**config.mk**
```make
export PLATFORM = sky130hd
export DESIGN_NAME = rrq_handler
export DESIGN_NICKNAME = d
export VERILOG_FILES = /design/src/rtl/rrq_pkg.sv /design/src/rtl/rrq_frame_rx.sv /design/src/rtl/rrq_vet.sv /design/src/rtl/rrq_seq.sv /design/src/rtl/rrq_pack.sv /design/src/rtl/rrq_handler.sv
export SDC_FILE = /design/constraint.sdc
export NUM_CORES = 1
export LEC_CHECK = 0
export BUFFER_PORTS_ARGS = -buffer_cell sky130_fd_sc_hd__buf_2
export CAP_MARGIN = 20
export CORE_UTILIZATION = 53
export CTS_CLUSTER_DIAMETER = 150
export DETAILED_ROUTE_END_ITERATION = 8
export PLACE_DENSITY_LB_ADDON = 0.25
export SYNTH_ARGS = -nofsm -noshare
export SYNTH_HDL_FRONTEND = slang
export SYNTH_SLANG_ARGS = --single-unit
```
**constraint.sdc**
```tcl
create_clock -name clk -period 2.4 [get_ports clk]
set_input_delay 0.12 -clock clk [delete_from_list [all_inputs] [get_ports clk]]
set_output_delay 0.12 -clock clk [all_outputs]
set_load 0.02 [all_outputs]
```
**src/rtl/rrq_pkg.sv**
```systemverilog
// Package: shared result codes, sequencer states and the captured frame
// record used by the register read request handler.
package rrq_pkg;

    localparam int WORD_W       = 32;
    localparam int FRAME_DWORDS = 3;

    localparam logic [7:0] RES_OK        = 8'h00;
    localparam logic [7:0] RES_BAD_LEN   = 8'h03;
    localparam logic [7:0] RES_UNALIGNED = 8'h04;
    localparam logic [7:0] RES_BAD_COUNT = 8'h05;

    typedef enum logic [1:0] {
        SEQ_IDLE,
        SEQ_READ,
        SEQ_DONE
    } seq_state_e;

    typedef struct packed {
        logic              len_ok;
        logic [WORD_W-1:0] addr;
        logic [WORD_W-1:0] count;
    } frame_t;

endpackage

```
**src/rtl/rrq_frame_rx.sv**
```systemverilog
// Frame collector: counts the words of an incoming request frame and keeps
// the start address (word 1) and the dword count (word 2). On the last word
// it presents the captured frame for one cycle, flagged with whether its
// length was exactly FRAME_DWORDS.
// Assumes: words are taken only while in_ready is high; the header word is
// not interpreted; the word counter saturates, so long frames stay invalid.
module rrq_frame_rx
    import rrq_pkg::*;
(
    input  logic              clk,
    input  logic              rst_n,
    input  logic              in_valid,
    input  logic [WORD_W-1:0] in_word,
    input  logic              in_last,
    input  logic              in_ready,
    output logic              frm_vld,
    output frame_t            frm
);

    localparam int LEN_W = 3;
    localparam logic [LEN_W-1:0] LEN_MAX  = '1;
    localparam logic [LEN_W-1:0] LEN_LAST = LEN_W'(FRAME_DWORDS - 1);

    logic [LEN_W-1:0] wcnt_q;
    logic             take;

    assign take = in_valid && in_ready;

    // Purpose: track word position and capture the address and count fields.
    always_ff @(posedge clk) begin
        if (!rst_n) begin
            wcnt_q  <= '0;
            frm_vld <= 1'b0;
            frm     <= '0;
        end else begin
            frm_vld <= 1'b0;
            if (take) begin
                if (wcnt_q == 3'd1) begin
                    frm.addr <= in_word;
                end
                if (wcnt_q == 3'd2) begin
                    frm.count <= in_word;
                end
                if (in_last) begin
                    wcnt_q     <= '0;
                    frm_vld    <= 1'b1;
                    frm.len_ok <= (wcnt_q == LEN_LAST);
                end else if (wcnt_q != LEN_MAX) begin
                    wcnt_q <= wcnt_q + 1'b1;
                end
            end
        end
    end

endmodule

```
**src/rtl/rrq_vet.sv**
```systemverilog
// Request vetting: purely combinational checks on a captured frame, in the
// fixed order length, alignment, count. Gives the first failing code, or
// RES_OK with go set when the read run may start.
// Assumes: the frame fields are stable while frm_vld is high.
module rrq_vet
    import rrq_pkg::*;
#(
    parameter int MAX_DW = 8
) (
    input  frame_t      frm,
    output logic [7:0]  code,
    output logic        go
);

    localparam logic [WORD_W-1:0] COUNT_LIMIT = WORD_W'(MAX_DW);

    // Purpose: apply the checks in priority order.
    always_comb begin
        go = 1'b0;
        if (!frm.len_ok) begin
            code = RES_BAD_LEN;
        end else if (frm.addr[1:0] != 2'b00) begin
            code = RES_UNALIGNED;
        end else if ((frm.count == '0) || (frm.count > COUNT_LIMIT)) begin
            code = RES_BAD_COUNT;
        end else begin
            code = RES_OK;
            go   = 1'b1;
        end
    end

endmodule

```
**src/rtl/rrq_seq.sv**
```systemverilog
// Read sequencer: on a vetted frame it either finishes at once with the
// error code or walks the register port one read at a time. It advances the
// address by 4 on each acknowledge and tells the packer which slot to fill.
// Assumes: rd_ack is only meaningful while rd_req is high; the count given
// with go is between 1 and MAX_DW.
module rrq_seq
    import rrq_pkg::*;
#(
    parameter int MAX_DW = 8,
    parameter int ADDR_W = 32,
    localparam int CNT_W = $clog2(MAX_DW + 1)
) (
    input  logic              clk,
    input  logic              rst_n,
    input  logic              frm_vld,
    input  frame_t            frm,
    input  logic [7:0]        vet_code,
    input  logic              vet_go,
    input  logic              rd_ack,
    output logic              rd_req,
    output logic [ADDR_W-1:0] rd_addr,
    output logic              idle,
    output logic              start,
    output logic              slot_we,
    output logic [CNT_W-1:0]  slot_idx,
    output logic              done,
    output logic [7:0]        result
);

    localparam logic [ADDR_W-1:0] STEP = ADDR_W'(4);

    seq_state_e        state_q;
    logic [ADDR_W-1:0] addr_q;
    logic [CNT_W-1:0]  idx_q;
    logic [CNT_W-1:0]  total_q;
    logic [7:0]        result_q;
    logic              last_ack;

    assign idle     = (state_q == SEQ_IDLE);
    assign start    = idle && frm_vld;
    assign rd_req   = (state_q == SEQ_READ);
    assign rd_addr  = addr_q;
    assign slot_we  = rd_req && rd_ack;
    assign slot_idx = idx_q;
    assign done     = (state_q == SEQ_DONE);
    assign result   = result_q;
    assign last_ack = slot_we && ((idx_q + CNT_W'(1)) == total_q);

    // Purpose: state, address, slot index and result code of the run.
    always_ff @(posedge clk) begin
        if (!rst_n) begin
            state_q  <= SEQ_IDLE;
            addr_q   <= '0;
            idx_q    <= '0;
            total_q  <= '0;
            result_q <= RES_OK;
        end else begin
            case (state_q)
                SEQ_IDLE: begin
                    if (frm_vld) begin
                        result_q <= vet_code;
                        idx_q    <= '0;
                        if (vet_go) begin
                            addr_q  <= frm.addr[ADDR_W-1:0];
                            total_q <= frm.count[CNT_W-1:0];
                            state_q <= SEQ_READ;
                        end else begin
                            state_q <= SEQ_DONE;
                        end
                    end
                end
                SEQ_READ: begin
                    if (slot_we) begin
                        addr_q <= addr_q + STEP;
                        idx_q  <= idx_q + CNT_W'(1);
                        if (last_ack) begin
                            state_q <= SEQ_DONE;
                        end
                    end
                end
                SEQ_DONE: begin
                    state_q <= SEQ_IDLE;
                end
                default: begin
                    state_q <= SEQ_IDLE;
                end
            endcase
        end
    end

endmodule

```
**src/rtl/rrq_pack.sv**
```systemverilog
// Byte packer: holds MAX_DW dword slots as a flat byte array, least
// significant byte first. The slot named by the sequencer is written on each
// acknowledged read. All slots and the fill count clear when a new request
// starts.
// Assumes: slot_idx < MAX_DW whenever we is high.
module rrq_pack
    import rrq_pkg::*;
#(
    parameter int MAX_DW = 8,
    localparam int CNT_W = $clog2(MAX_DW + 1)
) (
    input  logic                       clk,
    input  logic                       rst_n,
    input  logic                       clear,
    input  logic                       we,
    input  logic [CNT_W-1:0]           slot_idx,
    input  logic [WORD_W-1:0]          word,
    output logic [CNT_W-1:0]           filled,
    output logic [MAX_DW*WORD_W-1:0]   bytes_out
);

    localparam int BYTES_PER_DW = WORD_W / 8;

    // Purpose: count the dwords packed in the current request.
    always_ff @(posedge clk) begin
        if (!rst_n || clear) begin
            filled <= '0;
        end else if (we) begin
            filled <= filled + CNT_W'(1);
        end
    end

    for (genvar g = 0; g < MAX_DW; g++) begin : g_slot
        logic hit;
        assign hit = we && (slot_idx == CNT_W'(g));
        for (genvar j = 0; j < BYTES_PER_DW; j++) begin : g_byte
            logic [7:0] lane_q;
            // Purpose: store one byte lane of this slot.
            always_ff @(posedge clk) begin
                if (!rst_n || clear) begin
                    lane_q <= 8'h00;
                end else if (hit) begin
                    lane_q <= word[8*j +: 8];
                end
            end
            assign bytes_out[8*(g*BYTES_PER_DW + j) +: 8] = lane_q;
        end
    end

endmodule

```
**src/rtl/rrq_handler.sv**
```systemverilog
// Top: register read request handler. Collects a request frame, vets it
// (length before anything else), runs the register reads and packs the
// results into a byte array with a result code and a done pulse.
// Assumes: the register port answers every rd_req with rd_ack eventually.
module rrq_handler
    import rrq_pkg::*;
#(
    parameter int MAX_DW = 8,
    parameter int ADDR_W = 32,
    localparam int CNT_W = $clog2(MAX_DW + 1)
) (
    input  logic                     clk,
    input  logic                     rst_n,
    input  logic                     req_valid,
    input  logic [31:0]              req_word,
    input  logic                     req_last,
    output logic                     req_ready,
    output logic                     rd_req,
    output logic [ADDR_W-1:0]        rd_addr,
    input  logic                     rd_ack,
    input  logic [31:0]              rd_data,
    output logic                     done,
    output logic [7:0]               result,
    output logic [CNT_W-1:0]         rsp_dwords,
    output logic [MAX_DW*32-1:0]     rsp_data
);

    frame_t           frm;
    logic             frm_vld;
    logic [7:0]       vet_code;
    logic             vet_go;
    logic             seq_idle;
    logic             start;
    logic             slot_we;
    logic [CNT_W-1:0] slot_idx;

    assign req_ready = seq_idle && !frm_vld;

    rrq_frame_rx u_rx (
        .clk      (clk),
        .rst_n    (rst_n),
        .in_valid (req_valid),
        .in_word  (req_word),
        .in_last  (req_last),
        .in_ready (req_ready),
        .frm_vld  (frm_vld),
        .frm      (frm)
    );

    rrq_vet #(.MAX_DW(MAX_DW)) u_vet (
        .frm  (frm),
        .code (vet_code),
        .go   (vet_go)
    );

    rrq_seq #(.MAX_DW(MAX_DW), .ADDR_W(ADDR_W)) u_seq (
        .clk      (clk),
        .rst_n    (rst_n),
        .frm_vld  (frm_vld),
        .frm      (frm),
        .vet_code (vet_code),
        .vet_go   (vet_go),
        .rd_ack   (rd_ack),
        .rd_req   (rd_req),
        .rd_addr  (rd_addr),
        .idle     (seq_idle),
        .start    (start),
        .slot_we  (slot_we),
        .slot_idx (slot_idx),
        .done     (done),
        .result   (result)
    );

    rrq_pack #(.MAX_DW(MAX_DW)) u_pack (
        .clk       (clk),
        .rst_n     (rst_n),
        .clear     (start),
        .we        (slot_we),
        .slot_idx  (slot_idx),
        .word      (rd_data),
        .filled    (rsp_dwords),
        .bytes_out (rsp_data)
    );

endmodule

```
==> results of run 1 <==
per-layer routing:
layer	routed length, um	global-route usage	up-vias	share of wire
li1	-	-	6829	-
met1	18600	0.401	6724	0.40
met2	22000	0.541	699	0.47
met3	4000	0.0681	145	0.085
met4	2390	0.170	0	0.051
met5	0	0	-	0
area by class of cell:
cell class	instances	area, um2
Fill cell	2260	8390
Timing Repair Buffer	481	2980
Sequential cell	374	7490
Tap cell	341	427
Inverter	12	45.0
Clock inverter	10	154
Multi-Input combinational cell	1317	6210
Clock buffer	58	1180
cell families after synthesis:
group                      count (synthesis)  share of synthesized area
muxes                                      9                    0.00639
and+or+nand+nor                          851                      0.245
other                                      1                   0.000259
adders and majority gates                 10                    0.00863
xor gates and xnor gates                  10                    0.00604
buffers and inverters                    175                     0.0570
AOI/OAI and AO/OA                        432                      0.161
DFF                                      374                      0.517
critical path, stage by stage, from the launching register on:
cell	delay, ns
dfxtp_1	0.32
nor4_2	0.32
nand3_2	0.18
or4_4	0.67
nand2_4	0.24
a21oi_1	0.11
a31o_2	0.22
synth_stat cells (6+ instances only):
library cell	n
and3_1	10
inv_1	10
a21oi_1	359
dfxtp_1	374
buf_2	33
o41ai_1	6
nand4_1	9
xnor2_1	6
mux2i_1	7
nand2_1	712
buf_4	32
o21ai_0	22
and2_1	10
nand3_1	14
clkbuf_1	97
o31ai_1	8
ha_1	10
nor2_1	43
o21a_1	8
nor3_1	6
report_power, final:
| part | leakage (uW) | internal [uW] | switching (uW) |
|---|---|---|---|
| Combinational | 0.00384 | 188 | 348 |
| Clock | 0.000660 | 3830 | 2480 |
| Sequential | 0.00301 | 6230 | 15.4 |
placed cells by master, fill, tap and decap left out, types with 9 or more instances in the layout:
cell | synthesis | final
and2_1 | 10 | 12
buf_12 | 0 | 10
nand2_1 | 712 | 711
dlygate4sd3_1 | 0 | 64
clkbuf_16 | 0 | 41
dfxtp_1 | 374 | 374
buf_4 | 32 | 41
nand4_1 | 9 | 9
and3_1 | 10 | 10
ha_1 | 10 | 10
a21oi_1 | 359 | 359
buf_2 | 33 | 366
nand3_1 | 14 | 14
nor2_1 | 43 | 43
o21ai_0 | 22 | 22
inv_1 | 10 | 10
clkbuf_8 | 0 | 9
worst max-delay path by stage:
| stage | from | end | cells after the start | slack (ns) |
|---|---|---|---|---|
| final | u_rx.frm[22] | u_seq.rd_addr[31] | 6 | 0.21 |
| after global routing | u_seq.rd_addr[2] | u_seq.rd_addr[30] | 7 | 0.07 |
| after CTS | u_rx.frm[22] | u_seq.rd_addr[31] | 6 | 0.11 |
| after floorplan | u_seq.rd_addr[2] | u_seq.rd_addr[30] | 7 | 0.23 |
| after global placement | u_rx.frm[22] | u_seq.rd_addr[31] | 6 | 0.21 |
| after detailed placement | u_rx.frm[22] | u_seq.rd_addr[31] | 6 | 0.12 |
flip-flops by register name, indices dropped and copies added, names as in the netlist:
register	count
u_seq.state_q	2
u_rx.frm	65
u_pack.g_slot.g_byte.lane_q	256
u_seq.total_q	4
u_rx.wcnt_q	3
u_seq.rd_addr	32
u_rx.frm_vld	1
u_seq.result	3
u_seq.slot_idx	4
u_pack.filled	4
metrics by stage:
stage          total power [uW]  setup slack (ns)  std cells
2_1_floorplan              6650             0.226       1866
3_3_place_gp               6820             0.211       2461
3_5_place_dp               6830             0.119       2461
4_1_cts                   13100             0.114       2593
5_1_grt                   13400            0.0739       2593
6_report                  13100             0.209       2593
timing repair:
item                                    in CTS  in global routing
buffers inserted                             0                  0
endpoints found under the hold margin      297                  0
resized for setup                            0                  1
hold buffers                                64                  0
endpoints found under the setup margin       0                  8
==> flow_summary.toml, run 1 <==
[timing]
fin_crit_sh = 0.913
maxSlewViolCount = 0
setup_viol = 0
fin_tns_setup_ns = 0
fin_worst_skew_ns = 0.00886
rsz0062_at_grt = "no"
period_minus_slack_ns = 2.19
worst_pin_slew_ns = 0.833
whs_ns = 0.0222
slew_headroom = 0.444
hold_viol_final = 0
fmax_mhz = 456

[clocking]
cts.sink_count = 374
cts_buffers = 40
cts_tree = "built"
worst_skew_pair.late_latency_ns = 0.53
h-tree-depth = 2
path_clk_slew_ns = 0.06
cts-root-buf = "clkbuf_16"
clockBufferDepth = 3

[critical_path]
end_kind = "flip-flop"
arrival_ns = 2.61
crit_path_max_fanout = 17
timing.rr.start = "u_rx.frm[22]"
r2r_slack_ns = 0.21
r2r.worst_path.cells = 6
crit_type = "flip-flop to flip-flop"
cp.required_ns = 2.82
timing.rr.end = "u_seq.rd_addr[31]"
cp-start-kind = "flip-flop"

[drt]
wl_mm = 47.0
vias_per_cell = 5.55
route.detailed.drc = 0
avgRoutedWirePerCell_um = 18.1
vias = 14400
antenna_left = 0
drt_iter0_markers = 1372
drt-pass1-iter-count = 6

[pwr]
leakage_uw = 0.00751
pwr_density_cell_mw_per_mm2 = 708
ir_drop_v = 0.000571

[placed_design]
routabilityCongestion = 0.876
port_buffers = 366
placed_area_mm2 = 0.0165
dp_hpwl_mm = 31.9

[die]
coreArea_mm2 = 0.0269
die_h_um = 167
placementRows = 60
die_w_um = 167
io_pins = 372
dieArea_mm2 = 0.0280
initial_core_util = 0.539

[yosys]
syn_inst = 1862
syn_area_mm2 = 0.0145
synth_top_area_share = 0.517
synthArstFlopShare = 0
synth.avg_cell_area_um2 = 7.78
ys_top_cells_by_area = "dfxtp_1 52%, nand2_1 18%, a21oi_1 12%"
yosysTopAreaCell = "dfxtp_1"
seq_area_frac_synth = 0.517
yosysWarnings = 0
synth-seq-cells = 374
synth_edf_count = 0
ys_types = 65
synthFlopType = "dfxtp_1"

[global_routing]
grt_pass1_wl_mm = 72.4
overflow = 0
first_global_vias = 13300
grt_start_max_net_pins = 47
grt_antenna_before_repair = 0
grt_usage = 0.327

[final_layout]
diodes = 0
syn_to_final_growth_pct = 27.6
nets = 2305
layout-drive-gt1-share = 0.226
fin_area_mm2 = 0.0185
final_util = 0.688

[status]
outcome = "complete, no violations"

[hold_path]
hold_path_end = "u_pack.g_slot[1].g_byte[2].lane_q[3]"
holdPathStages = 3
min_path_type = "primary input to flip-flop"
min_from = "rd_data[19]"

[flow_run]
cap_violations = 0
Note: power is estimated with default switching activity, not from simulation.
==> run 2: changes to the inputs <==
Settings changed: ABC_AREA set to 0, CORE_ASPECT_RATIO set to 0.5.
==> run 2 against run 1 <==
Total power down 3.9%. Maximum frequency fell by 3.3%. Count of clock-buffer cells in the layout shrank 5. Largest power group is now sequential cells. Largest cell class unchanged. Hold slack gained 0.041 ns. Critical endpoint is now u_seq.rd_addr[27]. Clock power shrank 8.1%. Sequential share of layout area rose by 0.36 points. Cell count grew 0.19%. Combinational power up 0.9%. Die area is 0.14% higher. Sequential power hardly changed.
==> flow_summary.toml, run 2 (same netlist as run 1, synthesis figures left out) <==
[drt]
drt-pass1-iter-count = 8
avgRoutedWirePerCell_um = 17.7
wl_mm = 46.0
route.detailed.drc = 0
vias = 14100
antenna_left = 0
vias_per_cell = 5.42
drt_iter0_markers = 1126

[final_layout]
layoutNonFillerInstCount = 2598
largest_reg_flops = 256
nFillCells = 2259
syn_to_final_growth_pct = 26.4
final_common_cell = "nand2_1"
layout-drive-gt1-share = 0.224
mostFrequentLayoutCells = "711 x nand2_1, 374 x dfxtp_1, 366 x buf_2"
nets = 2301
final_util = 0.688
diodes = 0
regMostFlops = "u_pack.g_slot.g_byte.lane_q"
fin_area_mm2 = 0.0183

[placed_design]
dp.cells = 2472
dp_hpwl_mm = 30.3
routabilityCongestion = 0.870
placed_area_mm2 = 0.0165
port_buffers = 366

[critical_path]
arrival_ns = 2.68
crit_buf_inv = 0
timing.rr.start = "u_rx.frm[26]"
crit_type = "flip-flop to flip-flop"
cp_slowest_cell = "or4_4"
cp.required_ns = 2.81
cp_cell_sequence = "nor4_2 -> nand3_2 -> or4_4 -> nand2_2 -> a21boi_0 -> o21a_1"
crit_path_max_fanout = 16
end_kind = "flip-flop"
critical_path.max_stage_delay_ns = 0.67
crit_start = "u_rx.frm[26]"
cp_top_family = "simple AND/OR/NAND/NOR gates"
cp-start-kind = "flip-flop"

[clocking]
cts_tree = "built"
cts_buffers = 34
cts-resized-gates = 0
post_cts_buffers = 0
cts-root-buf = "clkbuf_16"
h-tree-depth = 2
clockBufferDepth = 3
cts.sink_count = 374
worst_skew_pair.late_latency_ns = 0.53
path_clk_slew_ns = 0.07

[global_routing]
grt_usage = 0.318
grt_pass1_wl_mm = 70.3
grt_start_max_net_pins = 60
grt_antenna_before_repair = 0
overflow = 0
first_global_vias = 12600

[pwr]
ir_drop_v = 0.000547
pwr_density_cell_mw_per_mm2 = 686
power_uw = 12600
leakage_uw = 0.00744

[die]
coreArea_mm2 = 0.0266
dieArea_mm2 = 0.0280
io_pins = 372
die_h_um = 119
initial_core_util = 0.544
placementRows = 42
die_w_um = 236

[timing]
worst_pin_slew_ns = 0.759
setup_viol = 0
maxSlewViolCount = 0
fin_crit_sh = 0.944
period_minus_slack_ns = 2.27
slew_headroom = 0.493
rsz0062_at_grt = "no"
fin_tns_setup_ns = 0
fin_worst_skew_ns = 0.0146
hold_viol_final = 0
fmax_mhz = 441

[status]
outcome = "complete, no violations"

[hold_path]
min_path_type = "primary input to flip-flop"
min_from = "req_valid"

[flow_run]
cap_violations = 0
run 2: changes by cell type in the layout (fill, tap and decap cells not counted), sizes merged:
cell         before  now
bufinv            4    3
clkbuf           58   53
clkinv            6    4
dlygate4sd3      64   66
run 2: worst min-delay path, cell delays in order:
cell and delay, ns:
buf_2 0.11, and2_1 0.17, nand2_1 0.10, nor2_1 0.04
run 2: worst paths after layout:
| check | end | depth (start not counted) | slack [ns] |
|---|---|---|---|
| setup / recovery | u_seq.rd_addr[27] | 6 | 0.13 |
| hold reg to reg | u_pack.g_slot[7].g_byte[3].lane_q[1] | 2 | 0.45 |
| setup reg to reg | u_seq.rd_addr[27] | 6 | 0.13 |
| hold / removal | u_rx.frm_vld | 4 | 0.06 |
run 2: power by group:
| part | switching, uW | internal, uW | leakage [uW] | total, uW |
|---|---|---|---|---|
| registers | 15.5 | 6230 | 0.00301 | 6240 |
| logic | 355 | 187 | 0.00384 | 541 |
| clock network | 2370 | 3420 | 0.000587 | 5790 |
run 2: metrics by stage:
stage               worst slack [ns]  hold slack, ns
finish                         0.134          0.0633
CTS                            0.133          0.0400
global route                  0.0302          0.0937
global placement               0.183           0.377
detailed placement             0.144           0.381
floorplan                      0.226           0.256
run 2: repair_timing:
item,in CTS,in global routing
endpoints found under the hold margin,308,0
setup endpoints to repair,0,0
hold buffers,66,0
run 2: metal layers:
layer	track usage	routed length, um
met5	0	0
met3	0.0540	3080
met1	0.399	18900
met4	0.136	1900
met2	0.540	22100
run 2: final cells by class:
cell class / count / area, um2 / share of cell area
Clock buffer: 53 / 1080 / 0.0587
Clock inverter: 7 / 118 / 0.00642
Inverter: 12 / 45.0 / 0.00246
Multi-Input combinational cell: 1317 / 6210 / 0.339
Sequential cell: 374 / 7490 / 0.409
Tap cell: 352 / 440 / 0.0240
Timing Repair Buffer: 483 / 2950 / 0.161
